### src/rtl/casc_intc_pkg.sv
package casc_intc_pkg;

   // Register group location: the eight registers share one base once the
   // select bits are ignored.
   localparam int unsigned GRP_BASE  = 32'h0000_0040;
   localparam int unsigned GRP_SEL   = 32'h0000_002C;
   localparam int unsigned BANK_BIT  = 5;   // 0: bank 0, 1: bank 1
   localparam int unsigned MASK_BIT  = 3;   // 0: pending, 1: mask
   localparam int unsigned CLR_BIT   = 2;   // 0: set port, 1: clear port

   typedef struct packed {
      logic hit;
      logic bank;
      logic is_mask;
      logic is_clr;
   } grp_dec_t;

   typedef enum logic [1:0] {
      SEL_PEND0 = 2'b00,
      SEL_MASK0 = 2'b01,
      SEL_PEND1 = 2'b10,
      SEL_MASK1 = 2'b11
   } reg_sel_e;

endpackage

### src/rtl/casc_intc_decode.sv
module casc_intc_decode
   import casc_intc_pkg::*;
#(
   parameter int ADDR_W = 12
) (
   input  logic [ADDR_W-1:0] addr_i,
   output grp_dec_t          dec_o
);

   localparam logic [ADDR_W-1:0] BASE_A = ADDR_W'(GRP_BASE);
   localparam logic [ADDR_W-1:0] SEL_A  = ADDR_W'(GRP_SEL);

   initial begin
      if (ADDR_W < 7) $error("casc_intc_decode: ADDR_W must be at least 7");
   end

   always_comb begin
      dec_o.hit     = ((addr_i & ~SEL_A) == BASE_A);
      dec_o.bank    = addr_i[BANK_BIT];
      dec_o.is_mask = addr_i[MASK_BIT];
      dec_o.is_clr  = addr_i[CLR_BIT];
   end

endmodule

### src/rtl/casc_intc_edge.sv
module casc_intc_edge #(
   parameter int W           = 32,
   parameter int SYNC_STAGES = 0
) (
   input  logic         clk,
   input  logic         rst_n,
   input  logic [W-1:0] src_i,
   output logic [W-1:0] rise_o
);

   logic [W-1:0] lvl;
   logic [W-1:0] prev_q;

   initial begin
      if (W < 1)           $error("casc_intc_edge: W must be positive");
      if (SYNC_STAGES < 0) $error("casc_intc_edge: SYNC_STAGES must be non-negative");
   end

   generate
      if (SYNC_STAGES == 0) begin : g_direct
         assign lvl = src_i;
      end else begin : g_sync
         logic [W-1:0] sync_q [SYNC_STAGES];
         for (genvar s = 0; s < SYNC_STAGES; s++) begin : g_stage
            always_ff @(posedge clk) begin
               if (!rst_n)      sync_q[s] <= '0;
               else if (s == 0) sync_q[s] <= src_i;
               else             sync_q[s] <= sync_q[(s == 0) ? 0 : s-1];
            end
         end
         assign lvl = sync_q[SYNC_STAGES-1];
      end
   endgenerate

   always_ff @(posedge clk) begin
      if (!rst_n) prev_q <= '0;
      else        prev_q <= lvl;
   end

   assign rise_o = lvl & ~prev_q;

   // a level that stays high produces a single pulse
   a_r7_single_pulse: assert property (@(posedge clk) disable iff (!rst_n)
      (rise_o != '0) |=> ((rise_o & $past(rise_o)) == '0));

endmodule

### src/rtl/casc_intc_w1sc.sv
module casc_intc_w1sc #(
   parameter int           W         = 32,
   parameter logic [W-1:0] RST_VAL   = '0,
   parameter logic [W-1:0] CLR_FORCE = '0
) (
   input  logic         clk,
   input  logic         rst_n,
   input  logic [W-1:0] set_i,
   input  logic [W-1:0] clr_i,
   output logic [W-1:0] q_o
);

   logic [W-1:0] q_d;

   initial begin
      if (W < 1) $error("casc_intc_w1sc: W must be positive");
   end

   always_comb begin
      q_d = (q_o & ~clr_i) | set_i;
      if (clr_i != '0) q_d = q_d | CLR_FORCE;
   end

   always_ff @(posedge clk) begin
      if (!rst_n) q_o <= RST_VAL;
      else        q_o <= q_d;
   end

   // a set request always lands, whatever clear arrives with it
   a_r8_set_wins: assert property (@(posedge clk) disable iff (!rst_n)
      (set_i != '0) |=> ((q_o & $past(set_i)) == $past(set_i)));

   // bits cleared and not set or forced read zero afterwards
   a_r3_clear_lands: assert property (@(posedge clk) disable iff (!rst_n)
      ((clr_i & ~set_i & ~CLR_FORCE) != '0)
      |=> ((q_o & $past(clr_i & ~set_i & ~CLR_FORCE)) == '0));

   // with no request the register holds
   a_r10_idle_hold: assert property (@(posedge clk) disable iff (!rst_n)
      (set_i == '0 && clr_i == '0) |=> $stable(q_o));

endmodule

### src/rtl/casc_intc.sv
module casc_intc
   import casc_intc_pkg::*;
#(
   parameter int DATA_W      = 32,
   parameter int ADDR_W      = 12,
   parameter int SYNC_STAGES = 0
) (
   input  logic              clk,
   input  logic              rst_n,
   input  logic [ADDR_W-1:0] bus_addr,
   input  logic [DATA_W-1:0] bus_wdata,
   input  logic              bus_we,
   output logic [DATA_W-1:0] bus_rdata,
   input  logic [DATA_W-2:0] src0_i,
   input  logic [DATA_W-1:0] src1_i,
   output logic              irq_o
);

   localparam int           LOW_W    = DATA_W - 1;
   localparam logic [DATA_W-1:0] TOP_BIT = {1'b1, {LOW_W{1'b0}}};

   initial begin
      if (DATA_W < 2) $error("casc_intc: DATA_W must be at least 2");
      if (ADDR_W < 7) $error("casc_intc: ADDR_W must be at least 7");
   end

   grp_dec_t    dec;
   reg_sel_e    sel;
   logic        wr_hit;

   logic [LOW_W-1:0]  rise0;
   logic [DATA_W-1:0] rise1;

   logic [LOW_W-1:0]  p0_set, p0_clr, p0_q;
   logic [DATA_W-1:0] p1_set, p1_clr, p1_q;
   logic [DATA_W-1:0] m0_set, m0_clr, m0_q;
   logic [DATA_W-1:0] m1_set, m1_clr, m1_q;
   logic [DATA_W-1:0] p0_view;

   casc_intc_decode #(.ADDR_W(ADDR_W)) u_dec (
      .addr_i (bus_addr),
      .dec_o  (dec)
   );

   assign sel    = reg_sel_e'({dec.bank, dec.is_mask});
   assign wr_hit = bus_we & dec.hit;

   casc_intc_edge #(.W(LOW_W), .SYNC_STAGES(SYNC_STAGES)) u_edge0 (
      .clk    (clk),
      .rst_n  (rst_n),
      .src_i  (src0_i),
      .rise_o (rise0)
   );

   casc_intc_edge #(.W(DATA_W), .SYNC_STAGES(SYNC_STAGES)) u_edge1 (
      .clk    (clk),
      .rst_n  (rst_n),
      .src_i  (src1_i),
      .rise_o (rise1)
   );

   // Write strobes per register: set port and clear port
   always_comb begin
      p0_set = rise0;
      p0_clr = '0;
      p1_set = rise1;
      p1_clr = '0;
      m0_set = '0;
      m0_clr = '0;
      m1_set = '0;
      m1_clr = '0;
      if (wr_hit) begin
         unique case (sel)
            SEL_PEND0: if (dec.is_clr) p0_clr = bus_wdata[LOW_W-1:0];
                       else            p0_set = p0_set | bus_wdata[LOW_W-1:0];
            SEL_MASK0: if (dec.is_clr) m0_clr = bus_wdata;
                       else            m0_set = bus_wdata;
            SEL_PEND1: if (dec.is_clr) p1_clr = bus_wdata;
                       else            p1_set = p1_set | bus_wdata;
            SEL_MASK1: if (dec.is_clr) m1_clr = bus_wdata;
                       else            m1_set = bus_wdata;
            default: ;
         endcase
      end
   end

   casc_intc_w1sc #(.W(LOW_W)) u_pend0 (
      .clk (clk), .rst_n (rst_n), .set_i (p0_set), .clr_i (p0_clr), .q_o (p0_q)
   );

   casc_intc_w1sc #(.W(DATA_W)) u_pend1 (
      .clk (clk), .rst_n (rst_n), .set_i (p1_set), .clr_i (p1_clr), .q_o (p1_q)
   );

   casc_intc_w1sc #(.W(DATA_W), .RST_VAL(TOP_BIT), .CLR_FORCE(TOP_BIT)) u_mask0 (
      .clk (clk), .rst_n (rst_n), .set_i (m0_set), .clr_i (m0_clr), .q_o (m0_q)
   );

   casc_intc_w1sc #(.W(DATA_W)) u_mask1 (
      .clk (clk), .rst_n (rst_n), .set_i (m1_set), .clr_i (m1_clr), .q_o (m1_q)
   );

   // Cascade: bank 1 summary sits in the top bit of pending 0
   assign p0_view = {|p1_q, p0_q};
   assign irq_o   = |(p0_view & m0_q);

   always_comb begin
      bus_rdata = '0;
      if (dec.hit) begin
         unique case (sel)
            SEL_PEND0: bus_rdata = p0_view;
            SEL_MASK0: bus_rdata = m0_q;
            SEL_PEND1: bus_rdata = p1_q;
            SEL_MASK1: bus_rdata = m1_q;
            default:   bus_rdata = '0;
         endcase
      end
   end

   // the cascade enable never drops
   a_r5_cascade_enabled: assert property (@(posedge clk) disable iff (!rst_n)
      m0_q[DATA_W-1]);

   // anything pending in bank 1 reaches the interrupt line
   a_r6_bank1_reaches_irq: assert property (@(posedge clk) disable iff (!rst_n)
      (p1_q != '0) |-> irq_o);

   // a write outside the group leaves every register as it was
   a_r10_miss_no_write: assert property (@(posedge clk) disable iff (!rst_n)
      (bus_we && !dec.hit && rise0 == '0 && rise1 == '0)
      |=> ($stable(p0_q) && $stable(p1_q) && $stable(m0_q) && $stable(m1_q)));

endmodule

### config.mk
export PLATFORM = sky130hd
export DESIGN_NAME = casc_intc
export DESIGN_NICKNAME = d
export VERILOG_FILES = /design/src/rtl/casc_intc_pkg.sv /design/src/rtl/casc_intc_decode.sv /design/src/rtl/casc_intc_edge.sv /design/src/rtl/casc_intc_w1sc.sv /design/src/rtl/casc_intc.sv
export SDC_FILE = /design/constraint.sdc
export NUM_CORES = 1
export LEC_CHECK = 0
export BUFFER_PORTS_ARGS = -buffer_cell sky130_fd_sc_hd__buf_2
export CAP_MARGIN = 10
export CORE_MARGIN = 2
export CORE_UTILIZATION = 35
export CTS_CLUSTER_DIAMETER = 60
export DETAILED_ROUTE_END_ITERATION = 6
export GPL_ROUTABILITY_DRIVEN = 0
export PLACE_DENSITY = 0.54
export SLEW_MARGIN = 20
export SYNTH_ARGS = -nofsm -noshare
export SYNTH_HDL_FRONTEND = slang
export SYNTH_SLANG_ARGS = --single-unit
### constraint.sdc
create_clock -name clk -period 3.6 [get_ports clk]
set_clock_uncertainty 0.05 [all_clocks]
set_input_delay 0.36 -clock clk [delete_from_list [all_inputs] [get_ports clk]]
set_output_delay 0.36 -clock clk [all_outputs]
set_load 0.005 [all_outputs]
==> metrics.cfg <==
[status]
status = finished clean

[pwr]
leakage_nw = 4.79
p_sw_share_pct = 26.2
powerDensity_mw_per_mm2 = 410
pwr-share-clk_pct = 41.0
peakVddDrop_mv = 0.300
p_seq_share_pct = 47.8
power_frac_comb_pct = 11.2
power_switching_mw = 1.25
p_int_mw = 3.51

[drt]
drtIter0Drc = 713
vias_per_cell = 5.62
routed_wl_um = 32900
first_pass_iters = 5
drc = 0
routedWlPerCell_um = 21.5
drtAntennaViolNets = 0
vias = 8570

[clock_network]
clock_path_buffers = 2
ctsHoldBuffers = 0
clock_sinks = 190
clock_latency_ns = 0.43
cts_max_level = 4
cts_resized = 0
cts_tree = done
clk_pin_slew_ns = 0.07
cts_setup_buffers = 0
clockRootBuffer = clkbuf_16
cts_made_buffers = 17

[grt]
antenna_found_initial = 2
grt_pass1_vias = 8340
grt_usage_pct = 21.7
globalRouteOverflowTotal = 0
grt_max_degree = 84
grt_pass1_wl_um = 50400

[setup_path]
cp.arrival_ns = 2.22
cp_max_fo = 67
r2r_slack_ns = 2.71
end_kind = output port
path_class = input pin to output port
startpoint_type = input pin
r2r_cells = 2
cp.required_ns = 3.19
timing.rr.end = u_pend0.q_o[9]
crit-reg2reg-launch = u_pend0.q_o[9]

[yosys]
yosys_register_bits = 190
synthFlopType = dfxtp_1
synth_edf_count = 0
ys_seq_area_share_pct = 38.1
synth_area_mm2 = 0.00997
syn_avg_cell_area_um2 = 9.43
syn_nets = 1168
ys_async_sr_fraction_pct = 0
ys_warn_count = 0
netlist_instances = 1058
synth.distinct_cells = 33

[place]
place_inst = 1493
dpl.hpwl_um = 22100
portBuffers = 142

[hold_path]
hold_path_end = u_edge1.prev_q[1]
holdCritPathClass = input pin to flip-flop
min_path_cells = 2
hp-start = src1_i[1]

[floorplan]
dieArea_mm2 = 0.0299
rows = 61
die_h_um = 173
core_area_mm2 = 0.0279
io_pins = 143
die_w_um = 173
initial_core_util_pct = 35.7

[layout]
final_cells = 1526
final_util_pct = 41.5
layout-drive-gt1-share_pct = 20.5
nNetsFinal = 1244
layout-area-overhead-vs-synth_pct = 16.1

[sta]
final_max_slew_viol_count = 0
finalHoldViolations = 0
rsz0062_at_grt = no
setup_viol = 0
timing.fmax_mhz = 380
setup_total_negative_slack_ns = 0
tightest_slew_ns = 0.861
finalCritPeriodShare_pct = 73.1
post-route-min-period_ns = 2.63
max_slew_margin_pct = 42.6

[job]
cap_violations = 0

==> cells in the final DEF, fill, tap and decap left out, drive strengths merged, types with 32 or more instances in the layout <==
cell    count
a21boi    126
and2       63
and4b      32
buf       168
dfxtp     190
inv        36
mux2i      63
nand2      35
nand2b     63
nand3      34
nand4      71
nor2b      32
o21ai      34
o31ai      32
or4        32
==> cells by family after synthesis <==
logic type | after synthesis | share of synthesized area (%)
mux | 94 | 13.3
flops | 190 | 38.1
buf+inv | 144 | 5.65
simple gates | 421 | 28.0
compound gates | 209 | 14.9
==> synthesized netlist by cell type, types with 2 or more instances <==
| library cell | count | area [um^2] |
|---|---|---|
| nor2_1 | 4 | 15.0 |
| nand2b_1 | 63 | 394 |
| and4b_1 | 32 | 320 |
| inv_1 | 33 | 124 |
| buf_2 | 15 | 75.1 |
| nor2b_1 | 32 | 200 |
| o31ai_1 | 32 | 240 |
| nor4_1 | 17 | 106 |
| nand2_1 | 35 | 131 |
| a21oi_1 | 2 | 10.0 |
| mux4_2 | 31 | 698 |
| and2_1 | 63 | 394 |
| nand3_1 | 33 | 165 |
| buf_1 | 17 | 63.8 |
| or4_1 | 32 | 240 |
| o21ai_0 | 34 | 170 |
| dfxtp_1 | 190 | 3800 |
| a21boi_0 | 95 | 713 |
| a22oi_1 | 14 | 105 |
| a21boi_1 | 31 | 233 |
| clkbuf_1 | 76 | 285 |
| nand4_1 | 71 | 444 |
| nor4bb_1 | 31 | 310 |
| nor3_1 | 2 | 10.0 |
| mux2i_1 | 63 | 631 |
| clkbuf_2 | 3 | 15.0 |
==> per-stage QoR <==
| stage | power (mW) | hold slack (ns) | cell area [um^2] | setup slack [ns] |
|---|---|---|---|---|
| 2_1_floorplan | 2.59 | 0.390 | 9970 | 1.55 |
| 3_3_place_gp | 2.84 | 0.397 | 11000 | 1.05 |
| 3_5_place_dp | 2.85 | 0.406 | 11000 | 1.05 |
| 4_1_cts | 4.80 | 0.0697 | 11600 | 1.04 |
| 5_1_grt | 4.93 | 0.0761 | 11600 | 0.877 |
| 6_report | 4.75 | 0.0835 | 11600 | 0.969 |
==> per-layer routing <==
layer	global-route usage, %	up-vias	wire, um
li1	-	4056	-
met1	31.7	4122	15900
met2	32.0	357	13800
met3	4.33	35	2470
met4	7.27	0	700
met5	0	-	0
==> worst max-delay path by stage <==
stage | from | depth (start not counted) | slack, ns | to
after global routing | bus_addr[11] | 7 | 0.88 | bus_rdata[12]
after floorplan | bus_addr[5] | 5 | 1.55 | bus_rdata[10]
after global placement | bus_addr[11] | 7 | 1.05 | bus_rdata[12]
after CTS | bus_addr[11] | 7 | 1.04 | bus_rdata[12]
final | bus_addr[11] | 7 | 0.97 | bus_rdata[12]
after detailed placement | bus_addr[11] | 7 | 1.05 | bus_rdata[12]
==> power by group through the flow <==
| stage | clock network (mW) | registers, mW | logic (mW) |
|---|---|---|---|
| 3_5_place_dp | 0 | 2.31 | 0.531 |
| 4_1_cts | 2.00 | 2.27 | 0.533 |
| 2_1_floorplan | 0 | 2.27 | 0.321 |
| 6_report | 1.95 | 2.27 | 0.533 |
| 5_1_grt | 2.08 | 2.28 | 0.579 |
| 3_3_place_gp | 0 | 2.31 | 0.525 |
==> sequential cells by signal, summed over array words and instances, names as in the netlist <==
signal          flops
u_edge1.prev_q     32
u_mask0.q_o        32
u_mask1.q_o        32
u_pend1.q_o        32
u_edge0.prev_q     31
u_pend0.q_o        31
==> area by class of cell <==
cell class	count	area (um^2)
sequential	190	3800
inverter	33	124
timing repair buffer	168	961
tap	378	473
clock inverter	11	130
clock buffer	20	467
antenna	2	5.00
fill	2809	16400
multi-input combinational	724	5620
==> critical path: stages <==
cell     delay, ns
buf_2         0.10
nor3_2        0.30
buf_12        0.33
nand3_2       0.14
buf_4         0.34
nor2b_1       0.37
buf_2         0.18
(Power assumes the default switching activity.)
